==> src/rtl/sclgen_pkg.sv <==
package sclgen_pkg;

    typedef enum logic [2:0] {
        ST_IDLE,
        ST_LOW,
        ST_WAIT_HI,
        ST_HIGH,
        ST_FINISH,
        ST_PARK
    } scl_state_t;

endpackage

==> src/rtl/scl_period_sel.sv <==
module scl_period_sel #(
    parameter int N_BASE   = 4,
    parameter int N_STEPS  = 7,
    parameter int HI_EXTRA = 8,
    parameter int FILT_LEN = 16,
    parameter int CNT_W    = 11
) (
    input  logic [2:0]       code,
    output logic [CNT_W-1:0] lo_last,
    output logic [CNT_W-1:0] hi_last
);
    localparam int CODES = 8;
    localparam int N_TOP = N_BASE + N_STEPS - 1;

    logic [CNT_W:0] len_tbl [CODES];
    logic [CNT_W:0] lo_len;

    // One entry per code; codes past the last step clamp to the slowest rate
    for (genvar g = 0; g < CODES; g++) begin : g_len
        localparam int EXP = (g < N_STEPS) ? (N_BASE + g) : N_TOP;
        assign len_tbl[g] = (CNT_W + 1)'(2 ** EXP);
    end

    always_comb begin
        lo_len  = len_tbl[code];
        lo_last = CNT_W'(lo_len - (CNT_W + 1)'(1));
        // High count starts only after the filter has seen the line high,
        // so its limit is shortened by the filter delay plus the hand-off cycles
        hi_last = CNT_W'(lo_len + (CNT_W + 1)'(HI_EXTRA) - (CNT_W + 1)'(FILT_LEN + 2));
    end

endmodule

==> src/rtl/scl_level_filter.sv <==
module scl_level_filter #(
    parameter int FILT_LEN = 16
) (
    input  logic clk,
    input  logic rst,
    input  logic raw_in,
    output logic filt_out
);
    localparam int FW = $clog2(FILT_LEN + 1);

    logic          filt_q;
    logic [FW-1:0] run_q;

    always_ff @(posedge clk) begin
        if (rst) begin
            filt_q <= 1'b1;
            run_q  <= '0;
        end else if (raw_in == filt_q) begin
            run_q <= '0;
        end else if (run_q == FW'(FILT_LEN - 1)) begin
            filt_q <= raw_in;
            run_q  <= '0;
        end else begin
            run_q <= run_q + 1'b1;
        end
    end

    assign filt_out = filt_q;

    AST_FILTER_HOLDS: assert property (@(posedge clk) disable iff (rst)
        (raw_in == filt_q) |=> $stable(filt_q));

endmodule

==> src/rtl/scl_pulse_budget.sv <==
module scl_pulse_budget #(
    parameter int DATA_MAX = 8
) (
    input  logic       clk,
    input  logic       rst,
    input  logic       start_pulse,
    input  logic       load,
    input  logic [2:0] bit_code,
    input  logic       ack_en,
    input  logic       pulse_done,
    output logic       is_data,
    output logic       all_done
);
    localparam int BW = $clog2(DATA_MAX + 1);

    logic          force_q;
    logic [BW-1:0] data_left_q;
    logic          ack_left_q;
    logic [BW-1:0] field_bits;

    assign field_bits = (bit_code == 3'd0) ? BW'(DATA_MAX) : BW'(bit_code);

    always_ff @(posedge clk) begin
        if (rst) begin
            force_q     <= 1'b0;
            data_left_q <= '0;
            ack_left_q  <= 1'b0;
        end else if (load) begin
            data_left_q <= (force_q || start_pulse) ? BW'(DATA_MAX) : field_bits;
            ack_left_q  <= ack_en;
            force_q     <= 1'b0;
        end else begin
            if (start_pulse) force_q <= 1'b1;
            if (pulse_done) begin
                if (data_left_q != '0) data_left_q <= data_left_q - 1'b1;
                else                   ack_left_q  <= 1'b0;
            end
        end
    end

    assign is_data  = (data_left_q != '0);
    assign all_done = (data_left_q == '0) && !ack_left_q;

    AST_NO_OVERFLOW: assert property (@(posedge clk) disable iff (rst)
        data_left_q <= BW'(DATA_MAX));
    AST_START_FORCES: assert property (@(posedge clk) disable iff (rst)
        (load && start_pulse) |=> (data_left_q == BW'(DATA_MAX)));

endmodule

==> src/rtl/scl_master_clkgen.sv <==
module scl_master_clkgen #(
    parameter int N_BASE   = 4,
    parameter int N_STEPS  = 7,
    parameter int HI_EXTRA = 8,
    parameter int FILT_LEN = 16,
    parameter int DATA_MAX = 8
) (
    input  logic       clk,
    input  logic       rst,
    input  logic [2:0] freq_sel,
    input  logic [2:0] bit_cnt_sel,
    input  logic       ack_en,
    input  logic       start_pulse,
    input  logic       xfer_req,
    input  logic       scl_in,
    output logic       scl_pull_low,
    output logic       bit_strobe,
    output logic       done_pulse
);
    import sclgen_pkg::*;

    localparam int N_TOP = N_BASE + N_STEPS - 1;
    localparam int CNT_W = $clog2((2 ** N_TOP) + HI_EXTRA + 1);

    scl_state_t       state_q, state_d;
    logic [CNT_W-1:0] cnt_q;
    logic [2:0]       fs_q;
    logic [CNT_W-1:0] lo_last, hi_last;
    logic             filt;
    logic             is_data, all_done;
    logic             load, hi_end;

    scl_period_sel #(
        .N_BASE(N_BASE), .N_STEPS(N_STEPS), .HI_EXTRA(HI_EXTRA),
        .FILT_LEN(FILT_LEN), .CNT_W(CNT_W)
    ) u_period (
        .code(fs_q), .lo_last(lo_last), .hi_last(hi_last)
    );

    scl_level_filter #(.FILT_LEN(FILT_LEN)) u_filter (
        .clk(clk), .rst(rst), .raw_in(scl_in), .filt_out(filt)
    );

    scl_pulse_budget #(.DATA_MAX(DATA_MAX)) u_budget (
        .clk(clk), .rst(rst), .start_pulse(start_pulse), .load(load),
        .bit_code(bit_cnt_sel), .ack_en(ack_en), .pulse_done(hi_end),
        .is_data(is_data), .all_done(all_done)
    );

    assign load   = ((state_q == ST_IDLE) || (state_q == ST_PARK)) && xfer_req;
    assign hi_end = (state_q == ST_HIGH) && (!filt || (cnt_q == hi_last));

    always_comb begin
        state_d = state_q;
        unique case (state_q)
            ST_IDLE:    if (xfer_req) state_d = ST_LOW;
            ST_PARK:    if (xfer_req) state_d = ST_LOW;
            ST_LOW:     if (cnt_q == lo_last) state_d = all_done ? ST_FINISH : ST_WAIT_HI;
            ST_WAIT_HI: if (filt) state_d = ST_HIGH;
            ST_HIGH:    if (hi_end) state_d = ST_LOW;
            ST_FINISH:  state_d = ST_PARK;
            default:    state_d = ST_IDLE;
        endcase
    end

    always_ff @(posedge clk) begin
        if (rst) begin
            state_q <= ST_IDLE;
            cnt_q   <= '0;
            fs_q    <= '0;
        end else begin
            state_q <= state_d;
            if (state_d != state_q)
                cnt_q <= '0;
            else if ((state_q == ST_LOW) || (state_q == ST_HIGH))
                cnt_q <= cnt_q + 1'b1;
            if (load) fs_q <= freq_sel;
        end
    end

    always_comb begin
        scl_pull_low = 1'b0;
        done_pulse   = 1'b0;
        bit_strobe   = 1'b0;
        unique case (state_q)
            ST_LOW:    scl_pull_low = 1'b1;
            ST_PARK:   scl_pull_low = 1'b1;
            ST_FINISH: begin
                scl_pull_low = 1'b1;
                done_pulse   = 1'b1;
            end
            ST_HIGH:   bit_strobe = hi_end && is_data;
            default:   ;
        endcase
    end

    AST_RESET_RELEASE: assert property (@(posedge clk)
        rst |=> !scl_pull_low);
    AST_LOW_BOUND: assert property (@(posedge clk) disable iff (rst)
        (state_q == ST_LOW) |-> (cnt_q <= lo_last));
    AST_STROBE_RELEASED: assert property (@(posedge clk) disable iff (rst)
        bit_strobe |-> !scl_pull_low);
    AST_DONE_SINGLE: assert property (@(posedge clk) disable iff (rst)
        done_pulse |=> (!done_pulse && scl_pull_low));
    AST_ABANDON_HIGH: assert property (@(posedge clk) disable iff (rst)
        ((state_q == ST_HIGH) && !filt) |=> scl_pull_low);
    AST_BUSY_IGNORE: assert property (@(posedge clk) disable iff (rst)
        ((state_q == ST_LOW) || (state_q == ST_WAIT_HI) || (state_q == ST_HIGH))
        |=> $stable(fs_q));

endmodule

==> config.mk <==
export PLATFORM = sky130hd
export DESIGN_NAME = scl_master_clkgen
export DESIGN_NICKNAME = d
export VERILOG_FILES = /design/src/rtl/sclgen_pkg.sv /design/src/rtl/scl_period_sel.sv /design/src/rtl/scl_level_filter.sv /design/src/rtl/scl_pulse_budget.sv /design/src/rtl/scl_master_clkgen.sv
export SDC_FILE = /design/constraint.sdc
export NUM_CORES = 1
export LEC_CHECK = 0
export ABC_AREA = 1
export CORE_ASPECT_RATIO = 0.6
export CORE_MARGIN = 1
export CORE_UTILIZATION = 35
export CTS_BUF_LIST = sky130_fd_sc_hd__clkbuf_16
export CTS_CLUSTER_DIAMETER = 100
export CTS_CLUSTER_SIZE = 16
export DETAILED_ROUTE_END_ITERATION = 10
export PLACE_DENSITY = 0.66
export SYNTH_ARGS = -nofsm -noshare
export SYNTH_HDL_FRONTEND = slang
export SYNTH_SLANG_ARGS = --single-unit
==> constraint.sdc <==
create_clock -name clk -period 2 [get_ports clk]
set_input_delay 0.2 -clock clk [delete_from_list [all_inputs] [get_ports clk]]
set_output_delay 0.2 -clock clk [all_outputs]
set_load 0.05 [all_outputs]
Yosys cells after proc, flatten, opt, wreduce, memory -nomap -nowiden
Memory sizes are Yosys's and may differ from the RTL's.
Index checks and enable logic that the tools add are counted.
W data, S select, Z words.
- input bits: 12
- word-level logic and storage cells: 72
- output and inout bits: 3
- ROM bits: 96
- flip-flop bits (word level): 29
- memories kept: 1
- memory bits (writable): 0
- bits in latches: 0
- bitwise gates (word level): 2
- $mul: 0
- reductions and logical operators: 24
- add/subtract/negate cells: 6
- equality and inequality tests: 11
- divide/modulo/power cells: 0
- shift-type cells: 0
- order comparisons: 1
- mux-type cells: 19
- memory list (memory ; depth ; bits a word ; rd ports ; clocked after Yosys merged registers in ; wr ports ; line ; text):
    (no name shown) ; 8 ; 12 ; 1 ; 0 ; 0 ; scl_period_sel.sv:25 ; lo_len = len_tbl[code];
- operator list (operator ; number):
    $eq A11 B11 Y1 ; 2
    $mux W11 ; 2
    $mux W4 ; 5
    $mux W3 ; 5
    $pmux W3 S5 ; 1
    $add A11 B1 Y11 const B ; 1
    $add A11 B4 Y11 const B ; 1
    $sub A11 B1 Y11 const B ; 1
    $sub A11 B5 Y11 const B ; 1
    $eq A3 B2 Y1 const B ; 2
    $eq A3 B3 Y1 const B ; 2
    $logic_not A3 Y1 ; 2
    $mux W1 ; 6
    $reduce_and A2 Y1 ; 3
    $reduce_or A2 Y1 ; 3
    $reduce_or A3 Y1 ; 2
    $add A5 B1 Y5 const B ; 1
    $eq A5 B4 Y1 const B ; 1
    $ge A4 B4 Y1 const B ; 1
    $logic_and A1 B1 Y1 ; 4
    $logic_not A4 Y1 ; 1
    $logic_or A1 B1 Y1 ; 4
    $not A3 Y4 ; 1
    $reduce_bool A2 Y1 ; 2
    other kinds (8) ; 9

Longest topological paths before layout
Gate-level depths: netlist of run 1.
- word-level depth: 13
- mapped depth: 20
- gate-level depth less buffers: 18

Hierarchy
Synthesis of run 1 repeated with hierarchy kept, for this count alone.
- cells, all modules: 330
- area total of the unflattened synthesis: 2208.4 µm²
- modules (own cells, without submodules) (module ; instances ; area each (µm²) ; seq. area each (µm²) ; cells an instance):
    scl_master_clkgen ; 1 ; 1292.5 ; 340.3 ; 194
    scl_pulse_budget ; 1 ; 421.7 ; 120.1 ; 64
    scl_level_filter ; 1 ; 255.2 ; 120.1 ; 30
    scl_period_sel ; 1 ; 239.0 ; 0.0 ; 42

Worst setup path before layout of run 1
No wires, ideal clock.
- path type: register to register
- from: register fs_q[2]
- to: register u_budget.data_left_q[0]
- period minus slack after synthesis: 2222 ps
- slack: -222 ps
- buffers on the path: 1
- data arrival time: 2167 ps
- cell stages (with the launch flop): 18
- data required time: 1944 ps
- library setup time: 56 ps
- path through: dfxtp_1 -> buf_6 -> nor2_2 -> nand2_2 -> ha_1 -> inv_1 -> nand3_1 -> nand3_1 -> nand3_2 -> nor2_4 -> nand2_1 -> nand2_1 -> nand3_1 -> inv_1 -> nand2_1 -> nand3_1 -> nand2_1 -> inv_1
- word-level cells in the longest chain between the ends: 11
- ends and longest elaborated chain (what ; line ; text):
    start, declared ; scl_master_clkgen.sv:27 ; logic [2:0] fs_q;
    start signal, assigned ; scl_master_clkgen.sv:77 ; if (load) fs_q <= freq_sel;
    $not A3 Y4 (not written as such) ; scl_period_sel.sv:25 ;
    $mem_v2 Z8 W12 ; - ;
    $mux W11 (not written as such) (2 in series) ; scl_period_sel.sv:25 ;
    $add A11 B4 Y11 ; scl_period_sel.sv:29 ; hi_last = CNT_W'(lo_len + (CNT_W + 1)'(HI_EXTRA) - (CNT_W + 1)'(FILT_LEN + 2));
    $sub A11 B5 Y11 ; scl_period_sel.sv:29 ;
    $eq A11 B11 Y1 ; scl_master_clkgen.sv:51 ; assign hi_end = (state_q == ST_HIGH) && (!filt || (cnt_q == hi_last));
    $logic_or A1 B1 Y1 ; scl_master_clkgen.sv:51 ;
    $logic_and A1 B1 Y1 ; scl_master_clkgen.sv:51 ;
    $reduce_bool A2 Y1 (no line) ; - ;
    $reduce_and A2 Y1 (no line) ; - ;
    end signal, assigned ; scl_pulse_budget.sv:29 ; data_left_q <= (force_q || start_pulse) ? BW'(DATA_MAX) : field_bits;
    end signal, assigned ; scl_pulse_budget.sv:35 ; if (data_left_q != '0) data_left_q <= data_left_q - 1'b1;
    end, declared ; scl_pulse_budget.sv:17 ; logic [BW-1:0] data_left_q;
Every way passes these cells. The select of a mux whose other input is x is not followed.
A chain may end at the register's enable or synchronous reset.

Worst setup path after layout of run 1
- from: register fs_q[2]
- to: output bit_strobe
- word-level cells in the longest chain between the ends: 11
- ends and longest elaborated chain (what ; line ; text):
    $not A3 Y4 (not written as such) ; scl_period_sel.sv:25 ;
    $mem_v2 Z8 W12 ; - ;
    $mux W11 (not written as such) (2 in series) ; scl_period_sel.sv:25 ;
    $add A11 B4 Y11 ; scl_period_sel.sv:29 ;
    $sub A11 B5 Y11 ; scl_period_sel.sv:29 ;
    $eq A11 B11 Y1 ; scl_master_clkgen.sv:51 ;
    $logic_or A1 B1 Y1 ; scl_master_clkgen.sv:51 ;
    $logic_and A1 B1 Y1 ; scl_master_clkgen.sv:51 ;
    $logic_and A1 B1 Y1 ; scl_master_clkgen.sv:92 ; ST_HIGH: bit_strobe = hi_end && is_data;
    $mux W1 ; scl_master_clkgen.sv:85 ; unique case (state_q)
    end, declared ; scl_master_clkgen.sv:17 ; output logic bit_strobe,
Every way passes these cells. The select of a mux whose other input is x is not followed.

==> results by stage, run 1 <==
STA:
- The headroom to the max-slew limit is 0.671.
- The final count of negative-setup-slack endpoints is 17.
- The post-layout minimum cycle time is 2260 ps.
- After layout, the worst setup slack is -261 ps.
- The portion of the clock cycle consumed by the worst path in the final layout is 1.13.
- The number of failing hold endpoints at the final stage is 0.
- The final total negative setup slack is -2900 ps.
- For the pin with the worst max-slew slack, the measured transition is just under 500 ps.
- Setup repair after global routing could not meet its margin everywhere.
- The number of pins exceeding their max-slew limit in the final report is 0.
- The highest clock frequency the design can meet is between 0.4 and 0.5 GHz.
- The worst clock skew is 4.09 ps.

Floorplanning:
- The effective utilization at floorplan is 0.373.
- The die extent in y is 56.6 microns.
- The count of pins on the block boundary is 15.
- The floorplan step set the die width to 93.0 microns.
- The full die area is 5260 sq um.
- In this run the standard cell core region covers between 4000 and 5000 sq um.
- The floorplan has 19 rows.

Finish:
- In the final layout, the share of cells above drive strength 1 is 0.328.
- The layout net count is 307.
- The count of cells in the finished layout, fillers not included, comes to 353.
- Summing all multi-input logic gate instances after layout gives approximately 1100 sq um.
- The synthesis-to-finish area growth is 38.4%.
- The area of all sequential standard cells is around 580 sq um.
- 0 antenna diodes ended up in the layout.
- The library cells used most frequently in the layout, excluding fill and tap cells, are sky130_fd_sc_hd__nand2_1 (35), sky130_fd_sc_hd__inv_1 (27), sky130_fd_sc_hd__dfxtp_1 (26), sky130_fd_sc_hd__buf_4 (24).
- Once layout is complete, the utilization of the core stands at 0.516.
- The filler cell count is 455.
- Leaving out fill and tap cells, the most frequent cell in the layout is sky130_fd_sc_hd__nand2_1.

Detailed routing:
- The sum of routed wire length over all layers is 4290 microns.
- The number of vias per cell is 4.73.
- In this run the remaining antenna-violating nets after routing total 0.
- The count of routing violations after the opening detailed-route iteration is 68.
- The pre-antenna-repair detailed-routing pass consisted of 4 iterations.
- The number of vias after detailed routing is 1669.
- In the routed design, unresolved DRC markers number 0.
- The routed length per placed instance is 12.2 microns.

Synthesis:
- The count of distinct cell types in the synthesized netlist is 29.
- The cell area after synthesis is 1740 sq um.
- The count of yosys warnings during synthesis is 0.
- The largest area contributor in the synthesized netlist is sky130_fd_sc_hd__dfxtp_1.
- The share of synthesized area in the top cell type comes to 0.334.
- A synthesized cell averages 7.06 sq um.
- The sequential-to-total area share from yosys stat is 0.334.
- The number of nets in the synthesized netlist is 264.
- Synthesis handed over a netlist of 246 instances.
- Synthesis inferred 29 register bits.
- Ranked by total cell area, the synthesized netlist is headed by sky130_fd_sc_hd__dfxtp_1 (33%), sky130_fd_sc_hd__nand2_1 (10%), sky130_fd_sc_hd__nand3_1 (6.9%), sky130_fd_sc_hd__inv_1 (6.5%), sky130_fd_sc_hd__nor2_2 (5.0%).

Worst setup path:
- The endpoint class of the critical path is a primary output.
- In this run the worst path has a maximum fanout of 3.
- The data arrival at the endpoint of the critical path is 2060 ps.
- The worst setup path is of the reg2out kind.
- The worst setup path is launched from a flip-flop.
- The required time of the critical path is about 1800 ps.

Global route:
- The number of global-route vias before repair is 1521.
- The first-pass GRT wire length is 7000 microns.
- The number of antenna violations at the first check in global routing is 0.
- The total routing resource utilization after global routing is 0.173.
- After global routing the overflow that remains totals 0.
- The pin count of the biggest net entering global routing is 11.

Power:
- The standby leakage power is 1.02 nW.
- The total power density per cell area is ~750 nW/um^2.
- Total power for the finished layout comes to 1.80 mW.
- The peak supply drop is 0.369 mV.

Place:
- After detailed placement, the design holds a cell count of 336.
- The HPWL after detailed placement is 3010 microns.
- At the end of routability-driven placement, the weighted congestion stood at 0.867.
- Prior to clock tree synthesis, the placed netlist has a worst setup slack of -133 ps.
- The number of input and output port buffers inserted is 14.

Clock tree:
- TritonCTS built the clock tree.
- CTS saw 29 sinks.
- The clock tree synthesis step divided the H-tree into 2 levels.
- The number of clock buffers added by TritonCTS is 5.
- In this run the clock root is driven by a sky130_fd_sc_hd__clkbuf_16.
- The number of hold buffers added after CTS was 0.
- The maximum number of buffers from clock root to sink is 2.
- The worst-skew pair later-pin latency is 280 ps.
- Clock-pin slew was measured on the worst setup and hold paths at 50 ps.

Worst hold path:
- The worst hold path belongs to the class reg2reg.

Run:
- The number of max-cap violations is 0.

Run status:
- The flow ran to the end, but the final reports show violations.
- The final reports fail on negative setup slack.
## cell usage after synthesis
cell / n
sky130_fd_sc_hd__clkbuf_1: 1
sky130_fd_sc_hd__a221oi_1: 1
sky130_fd_sc_hd__nand3_2: 2
sky130_fd_sc_hd__nand2_1: 47
sky130_fd_sc_hd__nor3_1: 3
sky130_fd_sc_hd__xnor2_1: 3
sky130_fd_sc_hd__ha_1: 6
sky130_fd_sc_hd__buf_2: 1
sky130_fd_sc_hd__clkinv_1: 1
sky130_fd_sc_hd__o211ai_1: 2
sky130_fd_sc_hd__nor2_1: 23
sky130_fd_sc_hd__a21oi_1: 12
sky130_fd_sc_hd__inv_1: 30
sky130_fd_sc_hd__a32o_1: 1
sky130_fd_sc_hd__nand3b_1: 1
sky130_fd_sc_hd__nor3b_1: 1
sky130_fd_sc_hd__dfxtp_1: 29
sky130_fd_sc_hd__o21ai_0: 10
sky130_fd_sc_hd__buf_6: 2
sky130_fd_sc_hd__o21a_1: 1
sky130_fd_sc_hd__inv_2: 5
sky130_fd_sc_hd__nand4_1: 5
sky130_fd_sc_hd__nand2_2: 6
sky130_fd_sc_hd__or2_2: 1
sky130_fd_sc_hd__xor2_1: 10
sky130_fd_sc_hd__nor2_2: 14
sky130_fd_sc_hd__nor4_4: 1
sky130_fd_sc_hd__nor2_4: 3
sky130_fd_sc_hd__nand3_1: 24
## flip-flops by register name, indices dropped and copies added, names as in the netlist
signal	cells
state_q	3
fs_q	3
u_filter.filt_out	1
u_budget.ack_left_q	1
u_budget.data_left_q	4
u_budget.force_q	1
u_filter.run_q	5
cnt_q	11
## layer usage
layer  vias to the layer above  GRT usage  part of all wire
met2                        40      0.227              0.39
met1                       754      0.264              0.55
met4                         0     0.0571            0.0047
met3                         2     0.0461             0.054
li1                        873          -                 -
met5                         -          0                 0
## stage by stage
| stage | hold WS, ps | instance area (sq um) |
|---|---|---|
| after global routing | 465 | 2400 |
| final | 444 | 2400 |
| after global placement | 434 | 2100 |
| after floorplan | 269 | 1770 |
| after detailed placement | 438 | 2100 |
| after CTS | 448 | 2340 |
## layout make-up
cell class                      instances  share of cell area
Timing Repair Buffer                   39               0.143
Clock inverter                          3             0.00728
Tap cell                               63              0.0328
Clock buffer                            5              0.0520
Inverter                               36              0.0588
Multi-Input combinational cell        178               0.464
Sequential cell                        29               0.243
## report_power, final
group	total [mW]	switching, mW	internal, mW
clock	0.731	0.275	0.455
sequential	0.625	0.0223	0.603
combinational	0.448	0.243	0.204
total	1.80	0.541	1.26
## critical path, cell delays in order (launching register included)
cell and delay, ps:
sky130_fd_sc_hd__dfxtp_2 330, sky130_fd_sc_hd__nor2_4 150, sky130_fd_sc_hd__nand2_2 90, sky130_fd_sc_hd__ha_4 250, sky130_fd_sc_hd__xnor2_2 130, sky130_fd_sc_hd__nor2_2 150
sky130_fd_sc_hd__nand3_2 80, sky130_fd_sc_hd__nor2_1 100, sky130_fd_sc_hd__nand2_1 90, sky130_fd_sc_hd__nand2_2 100, sky130_fd_sc_hd__nand3_4 80, sky130_fd_sc_hd__clkinvlp_4 120
sky130_fd_sc_hd__buf_12 130
## what timing repair did
| action | in CTS | in global routing |
|---|---|---|
| gates resized for setup | 16 | 16 |
| setup endpoints to repair | 15 | 18 |
| hold endpoints to repair | 0 | 0 |
| pin swaps | 11 | 12 |
| buffers inserted | 6 | 4 |
| gates cloned | 1 | 0 |
## logic make-up after synthesis
group	share of synthesized area
simple gates	0.374
buf+inv	0.0957
flops	0.334
compound gates	0.0871
xor+xnor	0.0655
fa+ha+maj	0.0432
## worst paths after layout
path	to	from	slack, ps	cells after the start
setup / recovery	bit_strobe	fs_q[2]	-260	12
hold / removal	u_filter.run_q[0]	u_filter.run_q[0]	440	1
hold reg to reg	u_filter.run_q[0]	u_filter.run_q[0]	440	1
setup reg to reg	cnt_q[7]	fs_q[2]	-200	16
Power figures use the tool's default switching activity.
==> inputs of run 2 (changes only) <==
Settings changed: ABC_AREA 1 to not set.
==> results by stage, run 2 <==
Floorplanning:
- The core area is 4590 sq um (was 4660 sq um).
- The full die area was 5080 sq um (was 5260 sq um).
- The count of pins on the block boundary is 15 (unchanged).
- The effective utilization at floorplan came to 0.366 (was 0.373).
- The die width is 91.4 microns (was 93.0 microns).
- The die extent in y is 55.6 microns (was 56.6 microns).
- The count of standard-cell rows came to 19 (unchanged).

Clock tree:
- The maximum number of buffers from clock root to sink is 2 (unchanged).
- The number of sinks on the clock net was 29 (unchanged).
- The root buffer cell was sky130_fd_sc_hd__clkbuf_16 (unchanged).
- The clock transition at the register clock pins on the worst setup and hold paths after CTS was 50 ps (about the same).
- The worst-skew pair later-pin latency came to 280 ps (about the same).
- The count of hold buffers inserted by post-cts repair is 0 (unchanged).
- The maximum level of the CTS H-tree is 2 (unchanged).
- The TritonCTS clock tree is built (unchanged).
- The number of buffers created by CTS is 5 (unchanged).

Finish:
- The final antenna diode count is 0 (unchanged).
- The synthesis-to-finish area growth is 39.2% (was 38.4%).
- The layout cell share with drive strength beyond 1 is 0.271 (was 0.328).
- The layout net count was 257 (was 307).
- The most frequent standard cell in the layout excluding fill and tap cells is sky130_fd_sc_hd__nor2_1 (was sky130_fd_sc_hd__nand2_1).
- The number of flip-flops under the largest register name was 11 (unchanged).
- The register bank with the most flops is cnt_q (unchanged).
- Largest registers in the final layout: cnt_q (11), u_filter.run_q (5), u_budget.data_left_q (4) (unchanged).
- Leading cell types in the layout, fill and taps excluded: sky130_fd_sc_hd__nor2_1 (34), sky130_fd_sc_hd__buf_4 (29), sky130_fd_sc_hd__dfxtp_1 (27), sky130_fd_sc_hd__nand2_1 (16), sky130_fd_sc_hd__clkdlybuf4s50_1 (11) (was sky130_fd_sc_hd__nand2_1 (35), sky130_fd_sc_hd__inv_1 (27), sky130_fd_sc_hd__dfxtp_1 (26), sky130_fd_sc_hd__buf_4 (24)).
- The final core utilization is 0.509 (was 0.516).

STA:
- The number of pins exceeding their max-slew limit in the final report is 0 (unchanged).
- The highest clock frequency the design can meet is 0.362 GHz (was 0.442 GHz).
- The minimum setup slack in the final design is -760 ps (was -261 ps).
- The final count of negative-setup-slack endpoints was 20 (was 17).
- The headroom to the max-slew limit was 0.718 (was 0.671).
- The post-layout minimum cycle time was 2760 ps (was 2260 ps).
- The portion of the clock cycle consumed by the worst path in the final layout was 1.38 (was 1.13).
- The worst clock skew was 4.33 ps (was 4.09 ps).
- RSZ-0062 raised after global routing: yes (unchanged).
- The pin slew with the least headroom to its limit is 423 ps (was 491 ps).
- The number of failing hold endpoints at the final stage is 0 (unchanged).

Synthesis:
- The cell area after synthesis is 1680 sq um (was 1740 sq um).
- The post-synthesis compound-gate area fraction is 0.127 (was 0.0871).
- The number of enable flip-flop cells after synthesis was 0 (unchanged).
- The synthesized flop and latch total is 29 (unchanged).
- The area share of the leading cell type in the synthesized netlist was 0.346 (was 0.334).
- The largest area contributor in the synthesized netlist was sky130_fd_sc_hd__dfxtp_1 (unchanged).
- The synthesized-area fraction occupied by adder cells is 0.0507 (was 0.0432).
- The cell with the most instances after synthesis was sky130_fd_sc_hd__nor2_1 (was sky130_fd_sc_hd__nand2_1).
- The largest family of logic cells by synthesized area was simple AND/OR/NAND/NOR gates (unchanged).
- The sequential-to-total area share from yosys stat is 0.346 (was 0.334).
- The area share of xor/xnor cells in the synthesized design was 0.0835 (was 0.0655).
- Area contributors post-synth: sky130_fd_sc_hd__dfxtp_1 (35%), sky130_fd_sc_hd__nor2_1 (7.8%), sky130_fd_sc_hd__xor2_1 (4.7%), sky130_fd_sc_hd__ha_1 (4.5%), sky130_fd_sc_hd__xnor2_1 (3.7%) (was sky130_fd_sc_hd__dfxtp_1 (33%), sky130_fd_sc_hd__nand2_1 (10%), sky130_fd_sc_hd__nand3_1 (6.9%), sky130_fd_sc_hd__inv_1 (6.5%), sky130_fd_sc_hd__nor2_2 (5.0%)).
- The number of nets in the synthesized netlist was 214 (was 264).
- The main flop type after synthesis was sky130_fd_sc_hd__dfxtp_1 (unchanged).
- The count of yosys warnings during synthesis is 0 (unchanged).
- The fraction of registers with async set/reset is 0 (unchanged).
- The area fraction in and, or, nand and nor cells after synthesis was 0.291 (was 0.374).
- The synthesized area divided by synthesized cell count was 8.56 sq um (was 7.06 sq um).
- The multiplexer share of the synthesized area was 0.0433 (was 0).
- The count of distinct cell types in the synthesized netlist is 50 (was 29).
- Commonest cells post-synth: sky130_fd_sc_hd__nor2_1 (35), sky130_fd_sc_hd__dfxtp_1 (29), sky130_fd_sc_hd__nand2_1 (16) (was sky130_fd_sc_hd__nand2_1 (47), sky130_fd_sc_hd__inv_1 (30), sky130_fd_sc_hd__dfxtp_1 (29)).
- The number of standard cells after synthesis was 196 (was 246).

Global route:
- The total routing resource utilization after global routing is 0.166 (was 0.173).
- The total congestion overflow is 0 (unchanged).
- The first-pass GRT wire length is 6400 microns (was 7000 microns).
- The number of global-route vias before repair was 1360 (was 1521).
- The pin count of the biggest net entering global routing is 16 (was 11).
- The number of antenna violations at the first check in global routing came to 0 (unchanged).

Detailed routing:
- The sum of routed wire length over all layers is 3810 microns (was 4290 microns).
- The number of vias after detailed routing was 1474 (was 1669).
- The count of routing violations after the opening detailed-route iteration is 70 (was 68).
- The first-pass iteration count of the detailed router came to 8 (was 4).
- The count of unresolved DRC violations after routing is 0 (unchanged).
- The routed length per placed instance is 12.6 microns (was 12.2 microns).
- The number of antenna-violating nets in the routed design was 0 (unchanged).
- The number of vias per cell is 4.86 (was 4.73).

Worst setup path:
- The cell with the most instances on the worst path is sky130_fd_sc_hd__or3_4 (was sky130_fd_sc_hd__nand2_2).
- The endpoint class of the critical path is a primary output (unchanged).
- The family with the most delay on the worst path is simple AND/OR/NAND/NOR gates (unchanged).
- The number of buffer and inverter instances along the worst setup path came to 3 (was 2).
- The critical setup path kind is reg2out (unchanged).
- The kind of start point of the critical path is a flip-flop (unchanged).
- The data arrival at the endpoint of the critical path came to 2560 ps (was 2060 ps).
- The largest stage delay on the critical path is 390 ps (was 330 ps).
- The maximum fanout along the worst path is 6 (was 3).
- Critical path, cell by cell: or3_4 -> ha_4 -> nor3b_4 -> or3_4 -> a211oi_2 -> nor4b_4 -> buf_4 -> o2bb2ai_4 -> buf_6 -> buf_12 (was nor2_4 -> nand2_2 -> ha_4 -> xnor2_2 -> nor2_2 -> nand3_2 -> nor2_1 -> nand2_1 -> nand2_2 -> nand3_4 -> clkinvlp_4 -> buf_12).
- The worst-path cell with the longest stage delay is sky130_fd_sc_hd__or3_4 (was sky130_fd_sc_hd__dfxtp_2).
- The required time of the critical path is 1800 ps (about the same).

Run status:
- Violated checks: negative setup slack (unchanged).
- Status: finished with violations (unchanged).

Place:
- The number of input and output port buffers inserted was 14 (unchanged).
- The final weighted congestion of routability-driven global placement is 0.812 (was 0.867).
- The HPWL after detailed placement is 2600 microns (was 3010 microns).

Power:
- The power after layout is 1.76 mW (was 1.80 mW).
- The total power density per cell area is 756 nW/um^2 (was 750 nW/um^2).
- The peak supply drop was 0.434 mV (was 0.369 mV).
- The standby leakage power is 0.922 nW (was 1.02 nW).

Run:
- The number of max-cap violations is 0 (unchanged).

Worst hold path:
- The type of the most critical hold path is reg2reg (unchanged).
run 2: stage by stage:
step                      setup TNS (ps)  hold WS (ps)  std cells  area, sq um  worst slack, ps
final                             -13410           442        303         2340             -760
after floorplan                   -11950           317        196         1700             -798
after global placement            -10440           429        291         2070             -611
after CTS                         -13630           447        302         2290             -758
after detailed placement          -11180           434        291         2070             -650
after global routing              -15920           484        303         2340             -861
run 2: layer usage:
metal	part of all wire	vias to the layer above	GRT usage
li1	-	771	-
met4	0.017	0	0.0748
met5	0	-	0
met3	0.047	6	0.0697
met2	0.38	19	0.206
met1	0.56	678	0.243
run 2: final timing paths:
kind                          start                 endpoint  slack (ps)  depth (start not counted)
setup / recovery            fs_q[0]               bit_strobe        -760                         10
hold / removal    u_filter.run_q[0]        u_filter.run_q[0]         440                          1
setup reg to reg            fs_q[0]  u_budget.data_left_q[3]        -720                         11
hold reg to reg   u_filter.run_q[0]        u_filter.run_q[0]         440                          1
run 2: cell type report:
type                       instances  area [sq um]
fill                             435          2250
multi-input combinational        149          1090
sequential                        29           583
timing repair buffer              45           387
clock buffer                       5           125
tap                               63          78.8
clock inverter                     3          41.3
inverter                           9          33.8
run 2: timing repair:
action,in CTS,in global routing
endpoints found under the setup margin,20,20
setup buffers,3,1
resized for setup,9,8
cloned,0,1
pin swaps,4,1
run 2: cells by family after synthesis:
| group | after synthesis |
|---|---|
| buf+inv | 18 |
| compound gates | 24 |
| fa+ha+maj | 7 |
| simple gates | 95 |
| mux | 7 |
| flops | 29 |
| xor+xnor | 16 |
run 2: power by group:
part / total, mW / internal (mW) / switching (mW)
clock: 0.852 / 0.582 / 0.270
combinational: 0.303 / 0.160 / 0.143
sequential: 0.610 / 0.597 / 0.0129
==> inputs of run 3 (changes only) <==
--- a/config.mk
+++ b/config.mk
@@ -13,5 +13,7 @@
 export CTS_CLUSTER_SIZE = 16
 export DETAILED_ROUTE_END_ITERATION = 10
+export GPL_TIMING_DRIVEN = 0
 export PLACE_DENSITY = 0.66
+export RECOVER_POWER = 50
 export SYNTH_ARGS = -nofsm -noshare
 export SYNTH_HDL_FRONTEND = slang
==> constraint.sdc (replaced) <==
create_clock -name clk -period 2 [get_ports clk]
set_input_delay 0.2 -clock clk [delete_from_list [all_inputs] [get_ports clk]]
set_output_delay 0.2 -clock clk [all_outputs]
set_load 0.005 [all_outputs]
==> results by stage, run 3 (synthesis results as in run 2) <==
Run status:
- Status: finished with violations (unchanged).
- Violated checks: negative setup slack (unchanged).

Clock tree:
- The number of buffers created by CTS was 5 (unchanged).
- The count of hold buffers inserted by post-cts repair was 0 (unchanged).
- The clock transition at the register clock pins on the worst setup and hold paths after CTS is 50 ps (about the same).
- The TritonCTS clock tree is built (unchanged).
- The maximum number of buffers from clock root to sink is 2 (unchanged).
- The number of sinks on the clock net came to 29 (unchanged).
- The root buffer cell is sky130_fd_sc_hd__clkbuf_16 (unchanged).
- The worst-skew pair later-pin latency is 270 ps (was 280 ps).
- The maximum level of the CTS H-tree is 2 (unchanged).

STA:
- The post-layout minimum cycle time came to 2790 ps (was 2760 ps).
- The number of pins exceeding their max-slew limit in the final report is 0 (unchanged).
- The worst clock skew came to 5.20 ps (was 4.33 ps).
- The highest clock frequency the design can meet was 0.358 GHz (was 0.362 GHz).
- The portion of the clock cycle consumed by the worst path in the final layout is 1.40 (was 1.38).
- The minimum setup slack in the final design is -790 ps (was -760 ps).
- The headroom to the max-slew limit is 0.666 (was 0.718).
- The final total negative setup slack is -14440 ps (was -13410 ps).
- The worst hold slack came to 448 ps (was 442 ps).
- RSZ-0062 raised after global routing: yes (unchanged).
- The final count of negative-setup-slack endpoints came to 20 (unchanged).
- The pin slew with the least headroom to its limit is 501 ps (was 423 ps).
- The number of failing hold endpoints at the final stage was 0 (unchanged).

Floorplanning:
- The count of standard-cell rows is 19 (unchanged).
- The core area is 4590 sq um (unchanged).
- The die width is 91.4 microns (unchanged).
- The count of pins on the block boundary is 15 (unchanged).
- The die extent in y is 55.6 microns (unchanged).
- The effective utilization at floorplan is 0.366 (unchanged).
- The full die area is 5080 sq um (unchanged).

Place:
- The placed instance count is 273 (was 291).
- The total placed instance area is 1920 sq um (was 2070 sq um).
- The number of input and output port buffers inserted is 14 (unchanged).
- The HPWL after detailed placement is 2440 microns (was 2600 microns).
- The worst slack after detailed placement came to -1090 ps (was -650 ps).
- The final weighted congestion of routability-driven global placement is 0.769 (was 0.812).

Detailed routing:
- The first-pass iteration count of the detailed router is 4 (was 8).
- The sum of routed wire length over all layers is 3860 microns (was 3810 microns).
- The number of vias per cell was 4.99 (was 4.86).
- The count of unresolved DRC violations after routing was 0 (unchanged).
- The count of routing violations after the opening detailed-route iteration came to 41 (was 70).
- The number of antenna-violating nets in the routed design was 0 (unchanged).
- The routed length per placed instance is 13.1 microns (was 12.6 microns).
- The number of vias after detailed routing came to 1467 (was 1474).

Global route:
- The number of global-route vias before repair is 1360 (unchanged).
- The pin count of the biggest net entering global routing was 11 (was 16).
- The number of antenna violations at the first check in global routing was 0 (unchanged).
- The total routing resource utilization after global routing is 0.163 (was 0.166).
- The total congestion overflow is 0 (unchanged).
- The first-pass GRT wire length was 6400 microns (unchanged).

Run:
- The number of max-cap violations was 0 (unchanged).

Worst setup path:
- The cell with the most instances on the worst path is sky130_fd_sc_hd__buf_6 (was sky130_fd_sc_hd__or3_4).
- The largest stage delay on the critical path is 370 ps (was 390 ps).
- The number of buffer and inverter instances along the worst setup path is 4 (was 3).
- The worst-path cell with the longest stage delay is sky130_fd_sc_hd__or3_4 (unchanged).
- The kind of start point of the critical path is a flip-flop (unchanged).
- The family with the most delay on the worst path was simple AND/OR/NAND/NOR gates (unchanged).
- The required time of the critical path was 2220 ps (was 1800 ps).
- The endpoint class of the critical path is a flip-flop (was primary output).
- The maximum fanout along the worst path came to 5 (was 6).
- The data arrival at the endpoint of the critical path was 3010 ps (was 2560 ps).
- The critical setup path kind is reg2reg (was reg2out).
- Critical path, cell by cell: buf_6 -> or3_4 -> ha_4 -> nor3b_4 -> or3_4 -> a211oi_2 -> nor4b_4 -> buf_4 -> o2bb2ai_4 -> buf_6 -> buf_6 -> mux2i_2 -> a22o_1 (was or3_4 -> ha_4 -> nor3b_4 -> or3_4 -> a211oi_2 -> nor4b_4 -> buf_4 -> o2bb2ai_4 -> buf_6 -> buf_12).

Finish:
- The synthesis-to-finish area growth is 40.6% (was 39.2%).
- The final antenna diode count is 0 (unchanged).
- The number of flip-flops under the largest register name came to 11 (unchanged).
- The final core utilization is 0.514 (was 0.509).
- The layout cell share with drive strength beyond 1 is 0.299 (was 0.271).
- The filler cell count is 425 (was 435).
- Largest registers in the final layout: cnt_q (11), u_filter.run_q (5), u_budget.data_left_q (4) (unchanged).
- The final cell count without fillers is 294 (was 303).
- The layout net count came to 248 (was 257).
- The area of the multi-input gates is 1160 sq um (was 1090 sq um).
- The post-route cell area is 2360 sq um (was 2340 sq um).
- Leading cell types in the layout, fill and taps excluded: sky130_fd_sc_hd__nor2_1 (26), sky130_fd_sc_hd__dfxtp_1 (26), sky130_fd_sc_hd__nand2_1 (14), sky130_fd_sc_hd__clkdlybuf4s50_1 (13) (was sky130_fd_sc_hd__nor2_1 (34), sky130_fd_sc_hd__buf_4 (29), sky130_fd_sc_hd__dfxtp_1 (27), sky130_fd_sc_hd__nand2_1 (16), sky130_fd_sc_hd__clkdlybuf4s50_1 (11)).
- The area of all sequential standard cells came to 584 sq um (was 583 sq um).
- The register bank with the most flops is cnt_q (unchanged).

Power:
- The standby leakage power is 0.900 nW (was 0.922 nW).
- The peak supply drop is 0.335 mV (was 0.434 mV).
- The total power density per cell area is 738 nW/um^2 (was 756 nW/um^2).
- The power after layout came to 1.74 mW (was 1.76 mW).

Worst hold path:
- The type of the most critical hold path is reg2reg (unchanged).
-- run 3: changes by cell type in the layout (fill, tap and decap cells not counted), sizes merged --
cell           before  now
clkdlybuf4s50      11   13
clkbuf              5    7
inv                 9   10
buf                34   21
clkinvlp            1    0
-- run 3: worst reg2reg max path, cell delays in order (launching register included) --
cell                        delay, ps
sky130_fd_sc_hd__dfxtp_2          320
sky130_fd_sc_hd__buf_6            110
sky130_fd_sc_hd__or3_4            370
sky130_fd_sc_hd__ha_4             180
sky130_fd_sc_hd__nor3b_4          150
sky130_fd_sc_hd__or3_4            330
sky130_fd_sc_hd__a211oi_2         180
sky130_fd_sc_hd__nor4b_4          250
sky130_fd_sc_hd__buf_4            170
sky130_fd_sc_hd__o2bb2ai_4        110
sky130_fd_sc_hd__buf_6            150
sky130_fd_sc_hd__buf_6            100
sky130_fd_sc_hd__mux2i_2          200
sky130_fd_sc_hd__a22o_1           140
-- run 3: layout make-up --
cell class                      instances  share of cell area
Buffer                                  8              0.0302
Clock buffer                            5              0.0531
Clock inverter                          3              0.0159
Inverter                                9              0.0143
Multi-Input combinational cell        149               0.492
Sequential cell                        29               0.248
Tap cell                               63              0.0334
Timing Repair Buffer                   28               0.113
-- run 3: timing repair --
action,in CTS,in global routing
gates resized for setup,28,21
cloned,1,0
pin swaps,20,6
endpoints found under the setup margin,23,25
setup buffers,12,1
endpoints found under the hold margin,0,0
-- run 3: path summary, 6_finish.rpt --
kind | start | endpoint | slack [ps] | cells after the start
min reg2reg | u_filter.run_q[0] | u_filter.run_q[0] | 450 | 1
max reg2reg | fs_q[2] | u_budget.data_left_q[1] | -790 | 13
max | fs_q[2] | u_budget.data_left_q[1] | -790 | 13
min | u_filter.run_q[0] | u_filter.run_q[0] | 450 | 1
-- run 3: report_power, final --
group / internal [mW] / leakage (nW) / total [mW] / switching [mW]
registers: 0.598 / 0.237 / 0.615 / 0.0169
clock network: 0.577 / 0.0826 / 0.830 / 0.253
logic: 0.156 / 0.580 / 0.297 / 0.141
total: 1.33 / 0.900 / 1.74 / 0.411
-- run 3: routing by layer --
layer,vias up,track usage,routed length [microns]
li1,753,-,-
met3,4,0.0656,158
met4,0,0.0476,37
met2,22,0.212,1560
met5,-,0,0
met1,688,0.242,2100
